$ cat src/rtl/tmr_pkg.sv
package tmr_pkg;

  localparam int unsigned ADDR_W = 2;

  typedef enum logic [ADDR_W-1:0] {
    SEL_IVAL  = 2'd0,
    SEL_CTRL  = 2'd1,
    SEL_COUNT = 2'd2,
    SEL_STAT  = 2'd3
  } reg_sel_e;

  localparam int unsigned CTRL_RPT_BIT = 0;
  localparam int unsigned STAT_IRQ_BIT = 0;
  localparam int unsigned STAT_RUN_BIT = 1;

endpackage

$ cat src/rtl/tmr_rst_sync.sv
module tmr_rst_sync #(
  parameter int unsigned STAGES = 2
) (
  input  logic clk,
  input  logic arst_n,
  output logic rst_n_sync
);

  logic [STAGES-1:0] sync_q;

  always_ff @(posedge clk or negedge arst_n) begin
    if (!arst_n) begin
      sync_q <= '0;
    end else begin
      sync_q <= {sync_q[STAGES-2:0], 1'b1};
    end
  end

  assign rst_n_sync = sync_q[STAGES-1];

endmodule

$ cat src/rtl/tmr_regif.sv
module tmr_regif
  import tmr_pkg::*;
#(
  parameter int unsigned CNT_W  = 24,
  parameter int unsigned DATA_W = 32
) (
  input  logic              clk,
  input  logic              rst_n,
  input  logic              wr_en,
  input  logic              rd_en,
  input  logic [ADDR_W-1:0] addr,
  input  logic [DATA_W-1:0] wr_data,
  input  logic [CNT_W-1:0]  ival,
  input  logic [CNT_W-1:0]  cnt,
  input  logic              run,
  input  logic              irq,
  output logic              ival_wr,
  output logic [CNT_W-1:0]  ival_data,
  output logic              ival_force,
  output logic              irq_clr,
  output logic              rpt,
  output logic [DATA_W-1:0] rd_data
);

  localparam int unsigned PAD_W   = DATA_W - CNT_W;
  localparam int unsigned FORCE_B = DATA_W - 1;

  logic              rpt_q, rpt_d, rpt_en;
  logic [DATA_W-1:0] rd_q, rd_d;
  logic [DATA_W-1:0] stat_word, ctrl_word;

  // write decode
  always_comb begin
    ival_wr    = wr_en && (addr == SEL_IVAL);
    ival_data  = wr_data[CNT_W-1:0];
    ival_force = wr_data[FORCE_B];
    irq_clr    = wr_en && (addr == SEL_STAT) && wr_data[STAT_IRQ_BIT];
    rpt_en     = wr_en && (addr == SEL_CTRL);
    rpt_d      = wr_data[CTRL_RPT_BIT];
  end

  always_ff @(posedge clk or negedge rst_n) begin
    if (!rst_n) begin
      rpt_q <= 1'b0;
    end else if (rpt_en) begin
      rpt_q <= rpt_d;
    end
  end

  assign rpt = rpt_q;

  // read mux; the force bit has no storage so it reads as zero
  always_comb begin
    stat_word               = '0;
    stat_word[STAT_IRQ_BIT] = irq;
    stat_word[STAT_RUN_BIT] = run;
    ctrl_word               = '0;
    ctrl_word[CTRL_RPT_BIT] = rpt_q;
    unique case (addr)
      SEL_IVAL:  rd_d = {{PAD_W{1'b0}}, ival};
      SEL_CTRL:  rd_d = ctrl_word;
      SEL_COUNT: rd_d = {{PAD_W{1'b0}}, cnt};
      default:   rd_d = stat_word;
    endcase
  end

  always_ff @(posedge clk or negedge rst_n) begin
    if (!rst_n) begin
      rd_q <= '0;
    end else if (rd_en) begin
      rd_q <= rd_d;
    end
  end

  assign rd_data = rd_q;

endmodule

$ cat src/rtl/tmr_counter.sv
module tmr_counter #(
  parameter int unsigned CNT_W = 24
) (
  input  logic             clk,
  input  logic             rst_n,
  input  logic             ld_wr,
  input  logic [CNT_W-1:0] ld_val,
  input  logic             ld_force,
  input  logic             rpt,
  output logic [CNT_W-1:0] ival,
  output logic [CNT_W-1:0] cnt,
  output logic             run,
  output logic             expire
);

  localparam logic [CNT_W-1:0] ONE = CNT_W'(1);

  logic [CNT_W-1:0] ival_q, ival_d;
  logic [CNT_W-1:0] cnt_q, cnt_d;
  logic             run_q, run_d;
  logic [CNT_W-1:0] next_ival;
  logic             direct_ld;
  logic             end_now;

  always_comb begin
    end_now   = run_q && (cnt_q == '0);
    next_ival = ld_wr ? ld_val : ival_q;
    direct_ld = ld_wr && (ld_force || !run_q);
    ival_d    = ld_val;
    cnt_d     = cnt_q;
    run_d     = run_q;
    if (direct_ld) begin
      if (ld_val != '0) begin
        run_d = 1'b1;
        cnt_d = ld_val - ONE;
      end else begin
        run_d = 1'b0;
        cnt_d = '0;
      end
    end else if (end_now) begin
      if (rpt && (next_ival != '0)) begin
        cnt_d = next_ival - ONE;
      end else begin
        run_d = 1'b0;
        cnt_d = '0;
      end
    end else if (run_q) begin
      cnt_d = cnt_q - ONE;
    end
  end

  always_ff @(posedge clk or negedge rst_n) begin
    if (!rst_n) begin
      ival_q <= '0;
    end else if (ld_wr) begin
      ival_q <= ival_d;
    end
  end

  always_ff @(posedge clk or negedge rst_n) begin
    if (!rst_n) begin
      cnt_q <= '0;
      run_q <= 1'b0;
    end else begin
      cnt_q <= cnt_d;
      run_q <= run_d;
    end
  end

  assign ival   = ival_q;
  assign cnt    = cnt_q;
  assign run    = run_q;
  assign expire = end_now;

endmodule

$ cat src/rtl/tmr_irq.sv
module tmr_irq (
  input  logic clk,
  input  logic rst_n,
  input  logic set,
  input  logic clr,
  output logic flag
);

  logic flag_q, flag_d;

  // a set on the same clock as a clear wins
  always_comb begin
    flag_d = flag_q;
    if (clr) flag_d = 1'b0;
    if (set) flag_d = 1'b1;
  end

  always_ff @(posedge clk or negedge rst_n) begin
    if (!rst_n) begin
      flag_q <= 1'b0;
    end else begin
      flag_q <= flag_d;
    end
  end

  assign flag = flag_q;

endmodule

$ cat src/rtl/tmr_channel.sv
module tmr_channel
  import tmr_pkg::*;
#(
  parameter int unsigned CNT_W  = 24,
  parameter int unsigned DATA_W = 32
) (
  input  logic              clk,
  input  logic              arst_n,
  input  logic              wr_en,
  input  logic              rd_en,
  input  logic [1:0]        addr,
  input  logic [DATA_W-1:0] wr_data,
  output logic [DATA_W-1:0] rd_data,
  output logic              irq
);

  logic             rst_n;
  logic             ival_wr, ival_force, irq_clr, rpt_w;
  logic [CNT_W-1:0] ival_data, ival_w, cnt_w;
  logic             run_w, expire_w, irq_w;

  tmr_rst_sync #(.STAGES(2)) u_rst (
    .clk        (clk),
    .arst_n     (arst_n),
    .rst_n_sync (rst_n)
  );

  tmr_regif #(.CNT_W(CNT_W), .DATA_W(DATA_W)) u_regif (
    .clk        (clk),
    .rst_n      (rst_n),
    .wr_en      (wr_en),
    .rd_en      (rd_en),
    .addr       (addr),
    .wr_data    (wr_data),
    .ival       (ival_w),
    .cnt        (cnt_w),
    .run        (run_w),
    .irq        (irq_w),
    .ival_wr    (ival_wr),
    .ival_data  (ival_data),
    .ival_force (ival_force),
    .irq_clr    (irq_clr),
    .rpt        (rpt_w),
    .rd_data    (rd_data)
  );

  tmr_counter #(.CNT_W(CNT_W)) u_cnt (
    .clk      (clk),
    .rst_n    (rst_n),
    .ld_wr    (ival_wr),
    .ld_val   (ival_data),
    .ld_force (ival_force),
    .rpt      (rpt_w),
    .ival     (ival_w),
    .cnt      (cnt_w),
    .run      (run_w),
    .expire   (expire_w)
  );

  tmr_irq u_irq (
    .clk   (clk),
    .rst_n (rst_n),
    .set   (expire_w),
    .clr   (irq_clr),
    .flag  (irq_w)
  );

  assign irq = irq_w;

endmodule

$ cat config.mk
export PLATFORM = sky130hd
export DESIGN_NAME = tmr_channel
export DESIGN_NICKNAME = d
export VERILOG_FILES = /design/src/rtl/tmr_pkg.sv /design/src/rtl/tmr_rst_sync.sv /design/src/rtl/tmr_regif.sv /design/src/rtl/tmr_counter.sv /design/src/rtl/tmr_irq.sv /design/src/rtl/tmr_channel.sv
export SDC_FILE = /design/constraint.sdc
export NUM_CORES = 1
export LEC_CHECK = 0
export BUFFER_PORTS_ARGS = -buffer_cell sky130_fd_sc_hd__buf_4
export CAP_MARGIN = 20
export CORE_ASPECT_RATIO = 1.75
export CORE_MARGIN = 5
export CORE_UTILIZATION = 50
export CTS_CLUSTER_DIAMETER = 150
export DETAILED_ROUTE_END_ITERATION = 16
export PLACE_DENSITY = 0.71
export SYNTH_ARGS = -nofsm -noshare
export SYNTH_HDL_FRONTEND = slang
export SYNTH_SLANG_ARGS = --single-unit
$ cat constraint.sdc
create_clock -name clk -period 2.5 [get_ports clk]
set_input_delay 0.125 -clock clk [delete_from_list [all_inputs] [get_ports clk]]
set_output_delay 0.125 -clock clk [all_outputs]
set_load 0.05 [all_outputs]
==> results of run 1 <==
[layer usage]
metal,GRT usage,wire length [um],part of all wire,up-vias
li1,-,-,-,2600
met1,0.3521,7030,0.33,2711
met2,0.5663,10690,0.51,273
met3,0.05163,1086,0.052,121
met4,0.2912,2189,0.10,0
met5,0,0,0,-
[metrics by stage]
step / hold slack, ns / utilization / setup TNS [ns]
after CTS: 0.02992 / 0.6522 / 0
after global placement: -0.09337 / 0.6185 / -0.04399
after global routing: 0.04768 / 0.6634 / -0.04502
after floorplan: -0.1706 / - / 0
final: 0.03932 / 0.6634 / 0
after detailed placement: -0.08930 / 0.6185 / -0.2689
[area by class of cell]
class / instances / area, sq um
clock buffers: 9 / 225.2
clock inverters: 5 / 77.57
fillers: 906 / 3558
inverters: 39 / 146.4
multi-input cells: 485 / 3199
flip-flops and latches: 77 / 1931
well taps: 130 / 162.7
repair buffers: 161 / 1272
[state kept, by name, summed over array words and instances (netlist names), named ones only]
| signal | cells |
|---|---|
| u_cnt.run | 1 |
| u_regif.rpt | 1 |
| u_cnt.ival | 22 |
| u_irq.flag | 1 |
| u_cnt.cnt | 24 |
| u_regif.rd_data | 24 |
| u_rst.sync_q | 2 |
[synth_stat cells (all sizes together) (10+ instances only)]
master and number:
nor2 44, dfrtp 77, nand3 15, or3 11, mux2i 31, nand4 10, inv 39, clkbuf 27
nor4 20, a21oi 27, nand2 83, buf 21, xor2 15, o22ai 26, o21ai 29, nor3 28
xnor2 18
[worst max-delay path, stage by stage (launching register included)]
cell and delay [ns]:
dfrtp_1 0.38, or3_4 0.40, nand2b_4 0.17, or4_4 0.56, a211oi_4 0.46, a21bo_2 0.28
a21oi_2 0.12
[path summary, 6_finish.rpt]
kind,start,cells past startpoint,end
max reg2reg,u_cnt.cnt[5],6,u_cnt.cnt[18]
max,u_cnt.cnt[5],6,u_cnt.cnt[18]
max in group asynchronous,u_rst.sync_q[1],0,u_irq.flag
min,wr_data[8],3,u_cnt.ival[8]
min in group asynchronous,arst_n,2,u_rst.sync_q[1]
min reg2reg,u_rst.sync_q[0],0,u_rst.sync_q[1]
[logic make-up after synthesis]
logic type / synth area share
compound gates: 0.2097
simple gates: 0.2300
xor+xnor: 0.05406
flops: 0.3604
mux: 0.06857
other cells: 0.001405
buf+inv: 0.06880
fa+ha+maj: 0.007022
[timing repair]
action / 4_1_cts / 5_1_grt
hold endpoints to repair: 2 / 0
pin swaps: 3 / 10
resized for setup: 7 / 19
hold buffers: 1 / 0
endpoints found under the setup margin: 19 / 19
gates cloned: 1 / 0
setup buffers: 1 / 5
[where the power goes]
part | switching (mW) | leakage, nW | internal [mW]
Clock | 0.522 | 0.147 | 0.860
Combinational | 1.32 | 1.98 | 1.01
Sequential | 0.314 | 0.950 | 1.55
==> impl_metrics.ini, run 1 <==
[critical_path]
cp_max_fo = 5
critPathRequiredTime_ns = 2.77
crit_type = flop to flop
worstSetupStartpointType = flop
cp_data_arrival_time_ns = 2.71
r2r_slack_ns = 0.06
end_kind = flop

[yosys]
yosysTopAreaCellShare = 0.3604
yosys_warnings = 0
synth-seq-area-share = 0.3604
synthCells = 642
ys_ff_latch = 77
netlist_top_cells_area = dfrtp_1 36%, nand2_1 5.8%, mux2i_1 5.8%, nor2_1 3.1%, o22ai_1 3.0%
synth_top_cell_by_area = dfrtp_1
synth.distinct_cells = 71
async_reset_ff_frac = 1.000
synth_flop_cell = dfrtp_1
synth.avg_cell_area_sq_um = 8.328
synth_edf_count = 0
synth_area_sq_mm = 0.005346

[clock_tree]
cts_root_buf = clkbuf_16
cts_num_sinks = 77
numCtsBuffers = 9
clkTransAtPathRegs_ns = 0.06
htreeDepth = 3
cts_tree = done
clk_path_buf_depth = 2
clock_latency_ns = 0.34

[sta]
hold_violations = 0
setup_viol = 0
setup_slack_ns = 0.06115
period_share = 0.9755
tightest_slew_ns = 1.048
final_max_slew_viol_count = 0
fin_skew_ns = 0.006505
relSlewSlack = 0.2988
fmax_ghz = 0.4100
period_needed_ns = 2.439
rsz0062_at_grt = yes

[drt]
postRouteAntennaNets = 0
drc = 0
via_per_inst = 6.297
wl_per_cell_um = 23.17
drt_iter0_markers = 382
num_vias = 5705
routed_wirelength_um = 20990
firstDrtPassIters = 5

[placement]
gp_congestion = 0.9842
place_area_sq_mm = 0.006539
dp.cells = 884
dp_hpwl_um = 15870
portBuffers = 55
place_ws_ns = -0.08075

[grt]
grtUsageTotal = 0.3374
grt_max_degree = 76
antenna_found_initial = 0
grt_pass1_wl_um = 32840
grt_pass1_vias = 6031
grt.overflow.total = 0

[final_layout]
fin_cells = 906
area_growth_pct = 31.20
fin_area_sq_mm = 0.007014
num_antenna_cells = 0
drive_gt1_frac = 0.2745
layout_common_cells = 153 x buf_4, 83 x nand2_1, 76 x dfrtp_1
fin_nets = 814
final_common_cell = buf_4

[power]
leakage_nw = 3.074
power_mw = 5.584
peakVddDrop_uv = 486.9
power_density_mw_per_mm2 = 796.1

[die]
io_pins = 71
core_sq_mm = 0.01057
die_area_sq_mm = 0.01294
dieWidth_um = 88.17
start_util = 0.5057
die_h_um = 146.8
rows = 50

[hold_path]
hold_class = input pin to flop

[run_status]
outcome = finished, final reports clean

[run]
max_cap_viol_count = 0
(Power assumes the default switching activity.)
==> run 2, diff against run 1 <==
--- a/config.mk
+++ b/config.mk
@@ -13,6 +13,7 @@
 export CTS_CLUSTER_DIAMETER = 150
 export DETAILED_ROUTE_END_ITERATION = 16
 export PLACE_DENSITY = 0.71
+export RECOVER_POWER = 50
 export SYNTH_ARGS = -nofsm -noshare
 export SYNTH_HDL_FRONTEND = slang
 export SYNTH_SLANG_ARGS = --single-unit
==> impl_metrics.ini, run 2 (same netlist as run 1, synthesis figures left out) <==
[die]
dieWidth_um = 88.17
start_util = 0.5057
rows = 50
core_sq_mm = 0.01057
die_area_sq_mm = 0.01294
die_h_um = 146.8
io_pins = 71

[clock_tree]
clk_path_buf_depth = 2
cts_tree = done
cts_root_buf = clkbuf_16
clkTransAtPathRegs_ns = 0.06
cts_num_sinks = 77
numCtsBuffers = 9
clock_latency_ns = 0.34
htreeDepth = 3

[sta]
tightest_slew_ns = 2.111
fin_skew_ns = 0.005711
fmax_ghz = 0.4112
period_share = 0.9727
period_needed_ns = 2.432
setup_viol = 0
finalSetupTns_ns = 0
final_max_slew_viol_count = 104
relSlewSlack = -0.4077
hold_violations = 0
rsz0062_at_grt = yes

[critical_path]
max_stage_delay_ns = 0.56
crit_type = flop to flop
critPathRequiredTime_ns = 2.77
cpLargestDelayFamily = compound AO/OA/AOI/OAI gates
worstSetupStartpointType = flop
cp_data_arrival_time_ns = 2.71
r2r_slack_ns = 0.07
timing.rr.start = u_cnt.cnt[0]
cp_cell_sequence = inv_2 > ha_4 > nor3b_2 > buf_4 > nand2b_4 > or4_4 > a211oi_4 > a21bo_2 > a21oi_2
end_kind = flop
cp_slowest_cell = or4_4
cp_max_fo = 5
path_buf_inv = 2
crit_start = u_cnt.cnt[0]
reg2reg_to = u_cnt.cnt[18]
r2r_cells = 9

[final_layout]
area_growth_pct = 28.97
fin_area_sq_mm = 0.006895
num_antenna_cells = 0
drive_gt1_frac = 0.2332
final_common_cell = buf_4
layout_common_cells = 122 x buf_4, 83 x nand2_1, 76 x dfrtp_1
fin_nets = 814
fin_cells = 906

[grt]
grt_pass1_vias = 6031
grt_max_degree = 76
grt.overflow.total = 0
antenna_found_initial = 0
grtUsageTotal = 0.3374
grt_pass1_wl_um = 32840

[drt]
wl_met2_um = 10730
firstDrtPassIters = 5
via_per_inst = 6.308
top_layer = met4
drc = 0
drt_iter0_markers = 369
wl_per_cell_um = 23.28
num_vias = 5715
wl_met3_um = 1143
m1WireLength_um = 7030
postRouteAntennaNets = 0
routed_wirelength_um = 21090

[placement]
dp.cells = 884
gp_congestion = 0.9842
dp_hpwl_um = 15870
portBuffers = 55
place_area_sq_mm = 0.006539

[hold_path]
min_to = u_cnt.ival[8]
whs_path_depth = 3
hold_class = input pin to flop
holdCritStartpoint = wr_data[8]

[run]
max_cap_viol_count = 2

[power]
peakVddDrop_uv = 473.4
leakage_nw = 2.951
power_density_mw_per_mm2 = 800.3

[run_status]
outcome = finished with violations
violations = max-capacitance violations, max-slew violations
run 2: power breakdown:
part	switching, mW	internal, mW
Sequential	0.312	1.55
Clock	0.527	0.860
Combinational	1.32	0.946
run 2: routing by layer:
| metal | vias up | track usage |
|---|---|---|
| met5 | - | 0 |
| met4 | 0 | 0.2912 |
| met3 | 125 | 0.05163 |
| met2 | 282 | 0.5663 |
| met1 | 2715 | 0.3521 |
| li1 | 2593 | - |
run 2: how the worst max path moves through the flow:
stage	endpoint	slack (ns)	cells past startpoint
2_1_floorplan	u_cnt.cnt[11]	0.03	12
3_3_place_gp	u_cnt.cnt[18]	-0.03	9
3_5_place_dp	u_cnt.cnt[16]	-0.08	6
4_1_cts	u_cnt.cnt[20]	0.009	6
5_1_grt	u_cnt.cnt[19]	-0.03	9
6_report	u_cnt.cnt[18]	0.07	9
run 2: through the flow:
| stage | hold slack [ns] | utilization | setup slack, ns | total power, mW |
|---|---|---|---|---|
| 6_report | 0.03487 | 0.6522 | 0.06814 | 5.519 |
| 3_3_place_gp | -0.09337 | 0.6185 | -0.02871 | 4.040 |
| 5_1_grt | 0.04768 | 0.6522 | -0.03216 | 5.806 |
| 3_5_place_dp | -0.08930 | 0.6185 | -0.08075 | 4.094 |
| 2_1_floorplan | -0.1706 | - | 0.02969 | 3.096 |
| 4_1_cts | 0.02992 | 0.6522 | 0.008897 | 5.495 |
run 2: cell type report:
cell class | instances | area (sq um)
clock buffer | 9 | 225.2
clock inverter | 5 | 77.57
fill | 942 | 3677
inverter | 39 | 146.4
multi-input combinational | 485 | 3199
sequential | 77 | 1928
tap | 130 | 162.7
timing repair buffer | 161 | 1156
run 2: timing repair:
action                     in CTS  in global routing
setup buffers                   1                  5
hold buffers                    1                  0
gates resized for setup         7                 19
setup endpoints to repair      19                 19
pin swaps                       3                 10
cloned                          1                  0
hold endpoints to repair        2                  0
run 2: worst reg2reg max path: cells and delay by family, from the launching register on:
family	cells	cell delay [ns]
fa+ha+maj	1	0.12
buf+inv	2	0.22
flops	1	0.40
simple gates	3	0.77
compound gates	3	0.85
==> run 3, diff against run 2 <==
--- a/config.mk
+++ b/config.mk
@@ -5,6 +5,7 @@
 export SDC_FILE = /design/constraint.sdc
 export NUM_CORES = 1
 export LEC_CHECK = 0
+export ABC_AREA = 1
 export BUFFER_PORTS_ARGS = -buffer_cell sky130_fd_sc_hd__buf_4
 export CAP_MARGIN = 20
 export CORE_ASPECT_RATIO = 1.75
@@ -12,7 +13,7 @@
 export CORE_UTILIZATION = 50
 export CTS_CLUSTER_DIAMETER = 150
 export DETAILED_ROUTE_END_ITERATION = 16
-export PLACE_DENSITY = 0.71
+export PLACE_DENSITY = 0.7
 export RECOVER_POWER = 50
 export SYNTH_ARGS = -nofsm -noshare
 export SYNTH_HDL_FRONTEND = slang
==> impl_metrics.ini, run 3 <==
[clock_tree]
cts_num_sinks = 77
cts_setup_buffers = 0
clock_latency_ns = 0.34
cts_tree = done
clkTransAtPathRegs_ns = 0.06
cts_root_buf = clkbuf_16
htreeDepth = 3
numCtsBuffers = 9
clk_path_buf_depth = 2

[placement]
gp_congestion = 0.9912
portBuffers = 55
place_ws_ns = 0.09644
dp_hpwl_um = 15110

[grt]
grt_pass1_wl_um = 30240
antenna_found_initial = 0
grt.overflow.total = 0
grt_max_degree = 46
grt_pass1_vias = 5988
grtUsageTotal = 0.2697

[yosys]
synthMuxAreaShare = 0
synth-seq-area-share = 0.3203
async_reset_ff_frac = 1.000
synthCells = 902
synth_xor_area_frac = 0.05824
synth-compound-area-share = 0.09734
synth_fa_ha_area_frac = 0.006240
yosys_warnings = 0
synth.distinct_cells = 42
synth.most_common_cell = nand2_1
synth_area_sq_mm = 0.006016
synth_top_family_by_area = simple AND/OR/NAND/NOR gates
netlist_top_cells_area = dfrtp_1 32%, nand2_1 15%, nor2_1 7.4%, inv_1 6.1%, xor2_1 5.7%
synth_edf_count = 0
synth_flop_cell = dfrtp_1
synth.avg_cell_area_sq_um = 6.669
ys_top_cells_by_count = 246 x nand2_1, 119 x nor2_1, 98 x inv_1
yosysTopAreaCellShare = 0.3203
ys_ff_latch = 77
synth-simple-area-share = 0.4062
synth_top_cell_by_area = dfrtp_1

[sta]
hold_violations = 0
fin_skew_ns = 0.008326
final_max_slew_viol_count = 46
period_needed_ns = 2.385
relSlewSlack = -0.2798
tightest_slew_ns = 1.920
setup_viol = 0
period_share = 0.9541
fmax_ghz = 0.4193
rsz0062_at_grt = yes
setup_slack_ns = 0.1149

[die]
die_h_um = 155.1
core_sq_mm = 0.01194
die_area_sq_mm = 0.01441
start_util = 0.5040
dieWidth_um = 92.92
io_pins = 71
rows = 53

[final_layout]
multi_input_area_sq_mm = 0.003433
fill_cells = 1205
final_util = 0.5768
num_antenna_cells = 0
layout_common_cells = 254 x nand2_1, 118 x nor2_1, 99 x inv_1
area_growth_pct = 14.46
fin_nets = 1013
final_common_cell = nand2_1
seqCellArea_sq_mm = 0.001927
drive_gt1_frac = 0.1607

[drt]
firstDrtPassIters = 5
num_vias = 6054
drc = 0
via_per_inst = 5.434
wl_per_cell_um = 16.91
routed_wirelength_um = 18840
drt_iter0_markers = 437
postRouteAntennaNets = 0

[power]
peakVddDrop_uv = 362.5
power_density_mw_per_mm2 = 802.6
leakage_nw = 3.530

[run]
max_cap_viol_count = 1

[run_status]
violations = max-capacitance violations, max-slew violations
outcome = finished with violations

[critical_path]
cpLargestDelayFamily = simple AND/OR/NAND/NOR gates
crit_path_frequent_cell = inv_1
critPathRequiredTime_ns = 2.72
cp_cell_sequence = inv_1 > ha_1 > inv_1 > nor4_2 > nand4_1 > nand2_1 > inv_2 > nand2_2 > buf_12 > o21ai_0 > a21oi_1 > nor2_1
crit_type = flop to flop
cp_slowest_cell = dfrtp_1
max_stage_delay_ns = 0.38
cp_max_fo = 41
end_kind = flop
cp_data_arrival_time_ns = 2.61
path_buf_inv = 4
worstSetupStartpointType = flop

[hold_path]
hold_class = input pin to flop
## run 3: timing repair
action | CTS | global route
gates resized for setup | 0 | 2
hold buffers | 1 | 0
hold endpoints to repair | 2 | 0
endpoints found under the setup margin | 0 | 13
## run 3: layout make-up
type	count	area share
Multi-Input combinational cell	687	0.4986
Clock buffer	13	0.03925
Sequential cell	77	0.2798
Inverter	107	0.05833
Timing Repair Buffer	90	0.09286
Tap cell	137	0.02490
Clock inverter	3	0.006178
## run 3: final timing paths
path	startpoint	to	slack [ns]	cells after the start
worst min register to register	u_rst.sync_q[0]	u_rst.sync_q[1]	0.35	0
worst max-delay path	u_cnt.cnt[0]	u_cnt.cnt[16]	0.11	12
min in group asynchronous	arst_n	u_rst.sync_q[0]	0.10	2
worst min-delay path	wr_data[1]	u_cnt.ival[1]	0.07	3
max in group asynchronous	u_rst.sync_q[1]	u_regif.rd_data[6]	0.58	0
worst max register to register	u_cnt.cnt[0]	u_cnt.cnt[16]	0.11	12
## run 3: per-stage QoR
step / total power [mW] / area, sq um / hold WS, ns / TNS [ns] / instances
finish: 5.526 / 6885 / 0.07180 / 0 / 1114
global route: 5.889 / 6885 / 0.09278 / -0.09968 / 1114
CTS: 5.568 / 6970 / 0.07115 / 0 / 1114
detailed placement: 4.172 / 6648 / -0.09120 / 0 / 1097
global placement: 4.152 / 6648 / -0.09295 / 0 / 1097
floorplan: 3.501 / 6042 / -0.1706 / 0 / 909
## run 3: cells by family (layout without fill, tap and decap cells)
logic type	after synthesis	in the layout
xor+xnor	40	40
buf+inv	145	213
simple gates	528	528
other cells	2	9
compound gates	107	107
flops	77	77
fa+ha+maj	3	3
## run 3: power by group
part	internal, mW	leakage, nW	switching [mW]
Sequential	1.57	0.927	0.313
Clock	0.855	0.152	0.527
Combinational	0.727	2.45	1.54
Total	3.15	3.53	2.38
## run 3: worst reg2reg max path: stages (launching register included)
cell and delay (ns):
dfrtp_1 0.38, inv_1 0.13, ha_1 0.20, inv_1 0.10
nor4_2 0.36, nand4_1 0.19, nand2_1 0.15, inv_2 0.10
nand2_2 0.10, buf_12 0.20, o21ai_0 0.13, a21oi_1 0.17
nor2_1 0.06
## run 3: layer usage
layer	up-vias	global-route usage	part of all wire
li1	2988	-	-
met1	2778	0.3253	0.39
met2	227	0.4679	0.51
met3	61	0.03048	0.051
met4	0	0.1384	0.053
met5	-	0	0
